File: src/rtl/mshr_pkg.sv
package mshr_pkg;
  // Strobes from control to datapath, valid for one system cycle.
  typedef struct packed {
    logic doShift;
    logic doLoad;
  } mshr_strobe_t;
endpackage

File: src/rtl/mshr_sync.sv
module mshr_sync #(
  parameter int BITS   = 3,
  parameter int STAGES = 2
) (
  input  logic            clk,
  input  logic            rst,
  input  logic [BITS-1:0] din,
  output logic [BITS-1:0] dout
);
  logic [STAGES-1:0][BITS-1:0] pipe;

  for (genvar s = 0; s < STAGES; s++) begin : g_stage
    if (s == 0) begin : g_first
      always_ff @(posedge clk) begin
        if (rst) pipe[s] <= '0;
        else     pipe[s] <= din;
      end
    end else begin : g_rest
      always_ff @(posedge clk) begin
        if (rst) pipe[s] <= '0;
        else     pipe[s] <= pipe[s-1];
      end
    end
  end

  assign dout = pipe[STAGES-1];
endmodule

File: src/rtl/mshr_ctrl.sv
module mshr_ctrl
  import mshr_pkg::*;
#(
  parameter int SYNC_STAGES = 2
) (
  input  logic         clk,
  input  logic         rst,
  input  logic         shClk,
  input  logic         ldClk,
  input  logic         modeSel,
  output mshr_strobe_t strb
);
  localparam int NSIG = 3;
  localparam int IDX_SH = 0;
  localparam int IDX_LD = 1;
  localparam int IDX_MD = 2;

  logic [NSIG-1:0] syncIn, syncOut;
  logic            prevSh, prevLd;
  logic            fallSh, fallLd, modeNow;

  assign syncIn = {modeSel, ldClk, shClk};

  // Mode shares the clock path depth, so it lines up with each edge.
  mshr_sync #(.BITS(NSIG), .STAGES(SYNC_STAGES)) u_sync (
    .clk  (clk),
    .rst  (rst),
    .din  (syncIn),
    .dout (syncOut)
  );

  // Clock history; cleared by reset.
  always_ff @(posedge clk) begin
    if (rst) begin
      prevSh <= 1'b0;
      prevLd <= 1'b0;
    end else begin
      prevSh <= syncOut[IDX_SH];
      prevLd <= syncOut[IDX_LD];
    end
  end

  // Only high-to-low transitions count.
  assign fallSh  = prevSh & ~syncOut[IDX_SH];
  assign fallLd  = prevLd & ~syncOut[IDX_LD];
  assign modeNow = syncOut[IDX_MD];

  // Mode level picks which clock may act.
  always_comb begin
    strb.doShift = fallSh & ~modeNow;
    strb.doLoad  = fallLd &  modeNow;
  end
endmodule

File: src/rtl/mshr_data.sv
module mshr_data
  import mshr_pkg::*;
#(
  parameter int WIDTH = 4
) (
  input  logic             clk,
  input  logic             rst,
  input  mshr_strobe_t     strb,
  input  logic             serIn,
  input  logic [WIDTH-1:0] parIn,
  output logic [WIDTH-1:0] q
);
  logic [WIDTH-1:0] nextQ;

  for (genvar i = 0; i < WIDTH; i++) begin : g_bit
    logic shiftSrc;
    if (i == 0) begin : g_head
      assign shiftSrc = serIn;          // serial data enters QA
    end else begin : g_body
      assign shiftSrc = q[i-1];         // stage takes its neighbour toward QA
    end
    always_comb begin
      if (strb.doLoad)       nextQ[i] = parIn[i];
      else if (strb.doShift) nextQ[i] = shiftSrc;
      else                   nextQ[i] = q[i];
    end
  end

  always_ff @(posedge clk) begin
    if (rst) q <= '0;
    else     q <= nextQ;
  end
endmodule

File: src/rtl/mshr_top.sv
module mshr_top
  import mshr_pkg::*;
#(
  parameter int WIDTH       = 4,
  parameter int SYNC_STAGES = 2
) (
  input  logic             clk,
  input  logic             rst,
  input  logic             shClk,
  input  logic             ldClk,
  input  logic             modeSel,
  input  logic             serIn,
  input  logic [WIDTH-1:0] parIn,
  output logic [WIDTH-1:0] q
);
  mshr_strobe_t strb;
  logic         shiftStb, loadStb;

  mshr_ctrl #(.SYNC_STAGES(SYNC_STAGES)) u_ctrl (
    .clk     (clk),
    .rst     (rst),
    .shClk   (shClk),
    .ldClk   (ldClk),
    .modeSel (modeSel),
    .strb    (strb)
  );

  mshr_data #(.WIDTH(WIDTH)) u_data (
    .clk   (clk),
    .rst   (rst),
    .strb  (strb),
    .serIn (serIn),
    .parIn (parIn),
    .q     (q)
  );

  assign shiftStb = strb.doShift;
  assign loadStb  = strb.doLoad;
endmodule

File: config.mk
export PLATFORM = sky130hd
export DESIGN_NAME = mshr_top
export DESIGN_NICKNAME = d
export VERILOG_FILES = /design/src/rtl/mshr_pkg.sv /design/src/rtl/mshr_sync.sv /design/src/rtl/mshr_ctrl.sv /design/src/rtl/mshr_data.sv /design/src/rtl/mshr_top.sv
export SDC_FILE = /design/constraint.sdc
export NUM_CORES = 1
export LEC_CHECK = 0
export BUFFER_PORTS_ARGS = -buffer_cell sky130_fd_sc_hd__buf_4
export CORE_AREA = 5 5 42 44
export DETAILED_ROUTE_END_ITERATION = 8
export DIE_AREA = 0 0 47 49
export PLACE_DENSITY_LB_ADDON = 0.25
export SYNTH_ARGS = -nofsm -noshare
export SYNTH_HDL_FRONTEND = slang
export SYNTH_SLANG_ARGS = --single-unit
File: constraint.sdc
create_clock -name clk -period 2 [get_ports clk]
set_clock_uncertainty 0.05 [all_clocks]
set_input_delay 0.1 -clock clk [delete_from_list [all_inputs] [get_ports clk]]
set_output_delay 0.1 -clock clk [all_outputs]
set_load 0.02 [all_outputs]
* After elaboration in Yosys (flattened, before gate mapping) *
Index checks and enable logic that the tools add are counted.
Widths: inputs -> output; s select.

word-level totals
  register bits = 12
  latch bits = 0
  memory bits (writable) = 0
  bits in read-only memories = 0
  output and inout bits = 4
  word-level logic and storage cells = 21
  memories kept = 0

cells by class
  add/sub/neg operators = 0
  $mul = 0
  divide/modulo/power cells = 0
  $lt $le $gt $ge = 0
  equality and inequality tests = 0
  shift-type cells = 0
  multiplexer cells = 8
  bitwise operators = 7
  reduce and logical (&&, ||, !) cells = 1

operator list
  cell               number
  $mux 1             8
  $and 1x1->1        4
  $not 1->1          3
  $reduce_bool 2->1  1

* Logic depth before layout (Yosys ltp) *
  depth in word-level cells = 5
  gate-level depth with buffers = 3
  mapped depth without buffers = 3

* Hierarchy *
A second synthesis with hierarchy kept.

unflattened totals
  cell total of the unflattened synthesis = 39
  area total of the unflattened synthesis = 444.2 um^2

by module, submodules not included
  module     instances  cells an instance  area an instance (um^2)  sequential area each (um^2)
  mshr_data  1          18                 190.2                    80.1
  mshr_sync  1          15                 180.2                    120.1
  mshr_ctrl  1          6                  73.8                     40.0

* Worst setup path before layout *
Ideal clock, no wire load.

  path type = register to register
  start point = reg u_ctrl.u_sync.pipe, in the netlist u_ctrl.u_sync.dout[0]
  end point = reg u_data.q[0]
  setup time = 0.123 ns
  arrival time = 0.842 ns
  slack = 0.985 ns
  stages on the path, launching flop included = 4
  buffers on the path = 0
  clock period less this slack = 1.015 ns
  cells stage by stage = dfxtp_1 or3b_4 nand3_1 a21oi_1

on the way
  cells in the longest elaborated chain, start to end = 4

ends and longest elaborated chain
  item                               RTL line         text
  from (decl)                        mshr_sync.sv:10  logic [STAGES-1:0][BITS-1:0] pipe;
  from (signal, indexed assignment)  mshr_sync.sv:21  else pipe[s] <= pipe[s-1];
  $not 1->1                          mshr_ctrl.sv:44  assign fallSh = prevSh & ~syncOut[IDX_SH];
  $and 1x1->1                        mshr_ctrl.sv:44
  $and 1x1->1                        mshr_ctrl.sv:50  strb.doShift = fallSh & ~modeNow;
  $reduce_bool 2->1 (no line)        n/a
  to (signal assigned)               mshr_data.sv:31  else q <= nextQ;
  to (decl)                          mshr_data.sv:11  output logic [WIDTH-1:0] q

No other way between the ends.
A chain may end at the register's enable or synchronous reset.

* Worst setup path after layout *
  start point = reg u_ctrl.u_sync.pipe, in the netlist u_ctrl.u_sync.dout[0]
  end point = reg u_data.q[2]

The elaborated chain is that of the path after synthesis.

==> impl_metrics.env <==
export IMPL_drt_antenna_violating_nets=0
export IMPL_cp_end_kind="flop"
export IMPL_synthMuxAreaShare_pct=0
export IMPL_overflow=0
export IMPL_yosys_top_cells_count="dfxtp_1, nor2b_1, a21oi_1, a22oi_1, nand3_1"
export IMPL_htreeDepth=1
export IMPL_max_vdd_ir_drop_v=0.000351
export IMPL_synth_avg_cell_area_um2=11.1
export IMPL_synth_top_family_by_area="simple AND/OR/NAND/NOR gates"
export IMPL_max_slew_margin_pct=79.9
export IMPL_antenna_cells=0
export IMPL_place_gp_congestion=0.688
export IMPL_crit_path_max_fanout=4
export IMPL_synth_edf_count=0
export IMPL_synthXorXnorAreaFrac_pct=0
export IMPL_num_fill_cells=156
export IMPL_synth_cell_type_count=11
export IMPL_timing_fmax_mhz=944
export IMPL_cp_start_kind="flop"
export IMPL_synthAdderAreaFrac_pct=0
export IMPL_rsz0062_at_grt="false"
export IMPL_worst_ep_arrival_time_ps=1170
export IMPL_min_path_type="input port to flop"
export IMPL_fp_dieW_um=47
export IMPL_viasPerCell=4.58
export IMPL_vias=330
export IMPL_post_cts_buffers=0
export IMPL_synth_largest_area_cell="dfxtp_1"
export IMPL_grt_antenna_before_repair=0
export IMPL_dr_pass1_iters=2
export IMPL_worst_slew_pin_slew_ps=300
export IMPL_cts_buffers=3
export IMPL_clk_latency_ps=270
export IMPL_clk_pin_slew_worst_paths_ps=70
export IMPL_multi_input_area_um2=163
export IMPL_synth_top_area_share_pct=58.5
export IMPL_initial_core_util_pct=29.3
export IMPL_synth_area_um2=410
export IMPL_synth_async_reset_ratio_pct=0
export IMPL_grt_max_degree=13
export IMPL_leakage_uw=0.000240
export IMPL_grt_pass1_vias=309
export IMPL_seq_area_frac_synth_pct=58.5
export IMPL_synth_simple_area_share_pct=27.4
export IMPL_fp_coreArea_um2=1400
export IMPL_route_detailed_drc=0
export IMPL_ys_flop_type="dfxtp_1"
export IMPL_path_class="flop to flop"
export IMPL_drive_above_1_share_pct=35.7
export IMPL_synth_compound_area_share_pct=12.2
export IMPL_regArea_um2=240
export IMPL_fin_crit_sh_pct=53.0
export IMPL_drt_wl_total_um=736
export IMPL_num_rows=14
export IMPL_ctsResizeCount=0
export IMPL_drtIter0Drc=4
export IMPL_grt_use_total_pct=7.93
export IMPL_finalHoldViolCount=0
export IMPL_fin_tns_setup_ps=0
export IMPL_required_ps=2110
export IMPL_cts_sinks=12
export IMPL_cts_buffer_depth=2
export IMPL_p_per_area_nw_per_um2=801
export IMPL_synth_most_common_cell="dfxtp_1"
export IMPL_period_minus_slack_ps=1060
export IMPL_setup_viol=0
export IMPL_synthCells=37
export IMPL_area_growth_pct=43.0
export IMPL_die_area_um2=2300
export IMPL_hold_worst_slack_ps=27.2
export IMPL_slew_viol_final=0
export IMPL_cts_root_buf="clkbuf_4"
export IMPL_ys_top_cells_by_area="dfxtp_1, nor2b_1, a22oi_1, a21oi_1, nand3_1"
export IMPL_status="completed"
export IMPL_cts_tree="done"
export IMPL_num_nets_final=67
export IMPL_syn_nets=47
export IMPL_grt_pass1_wl_um=1300
export IMPL_cap_violations=0
export IMPL_io_pins=14
export IMPL_io_buffers=13
export IMPL_ys_seq_elements=12
export IMPL_wl_per_cell_um=10.2
export IMPL_ctsHoldBuffers=3
export IMPL_die_y_um=49
export IMPL_synth_warnings=0
==> path summary, 6_finish.rpt <==
kind | slack (ps) | from | cells after the start | endpoint
hold reg to reg | 390 | u_ctrl.u_sync.pipe[2] | 1 | u_ctrl.u_sync.dout[2]
setup reg to reg | 940 | u_ctrl.u_sync.dout[0] | 3 | u_data.q[2]
hold / removal | 30 | rst | 2 | u_ctrl.prevSh
setup / recovery | 940 | u_ctrl.u_sync.dout[0] | 3 | u_data.q[2]
==> report_power, final <==
group	leakage (uW)	internal [uW]	switching (uW)
clock network	0.0000210	111	78.7
registers	0.0000982	246	3.17
logic	0.000121	21.6	10.1
total	0.000240	378	91.9
==> state kept, by name, indices dropped and copies added (netlist names) <==
name	count
u_data.q	4
u_ctrl.prevSh	1
u_ctrl.u_sync.dout	3
u_ctrl.prevLd	1
u_ctrl.u_sync.pipe	3
==> layer usage <==
layer	vias up	track usage, %	part of all wire (%)
met5	-	0	0
met4	0	4.15	0
met3	0	5.90	12
met2	13	10.6	46
met1	149	8.95	42
li1	168	-	-
==> worst max-delay path, cell delays in order, from the launching register on <==
cell	delay (ps)
dfxtp_1	330
or3b_4	410
nand3_1	90
a21oi_1	70
==> stage by stage <==
step	util (%)	worst slack (ps)	instance area (um2)	total power [uW]	cells
after CTS	41.9	933	587	481	72
after global routing	41.9	873	587	498	72
after floorplan	-	985	410	267	37
final	41.9	941	587	470	72
after detailed placement	37.1	948	520	282	65
after global placement	37.1	948	520	282	65
==> cells in the final DEF, fill, tap and decap left out <==
master         instances
a21oi_1                4
a22oi_1                4
and3b_1                1
buf_4                 13
clkbuf_4               3
clkbuf_8               1
dfxtp_1               12
dlygate4sd3_1          3
nand3_1                4
nand3b_1               1
nor2b_1                7
nor2b_2                1
nor3b_2                1
or3b_4                 1
==> area by class of cell <==
class                      instances  area share [%]
clock buffer                       4            6.18
timing repair buffer              16            21.7
multi-input combinational         24            27.7
sequential                        12            40.9
tap                               16            3.41
==> cell families (layout without fill, tap and decap cells) <==
logic type / after synthesis / count (layout)
AND/OR/NAND/NOR: 16 / 16
flip-flops: 12 / 12
AO/OA/AOI/OAI: 8 / 8
buffers and inverters: 1 / 20
(Power assumes the default switching activity.)
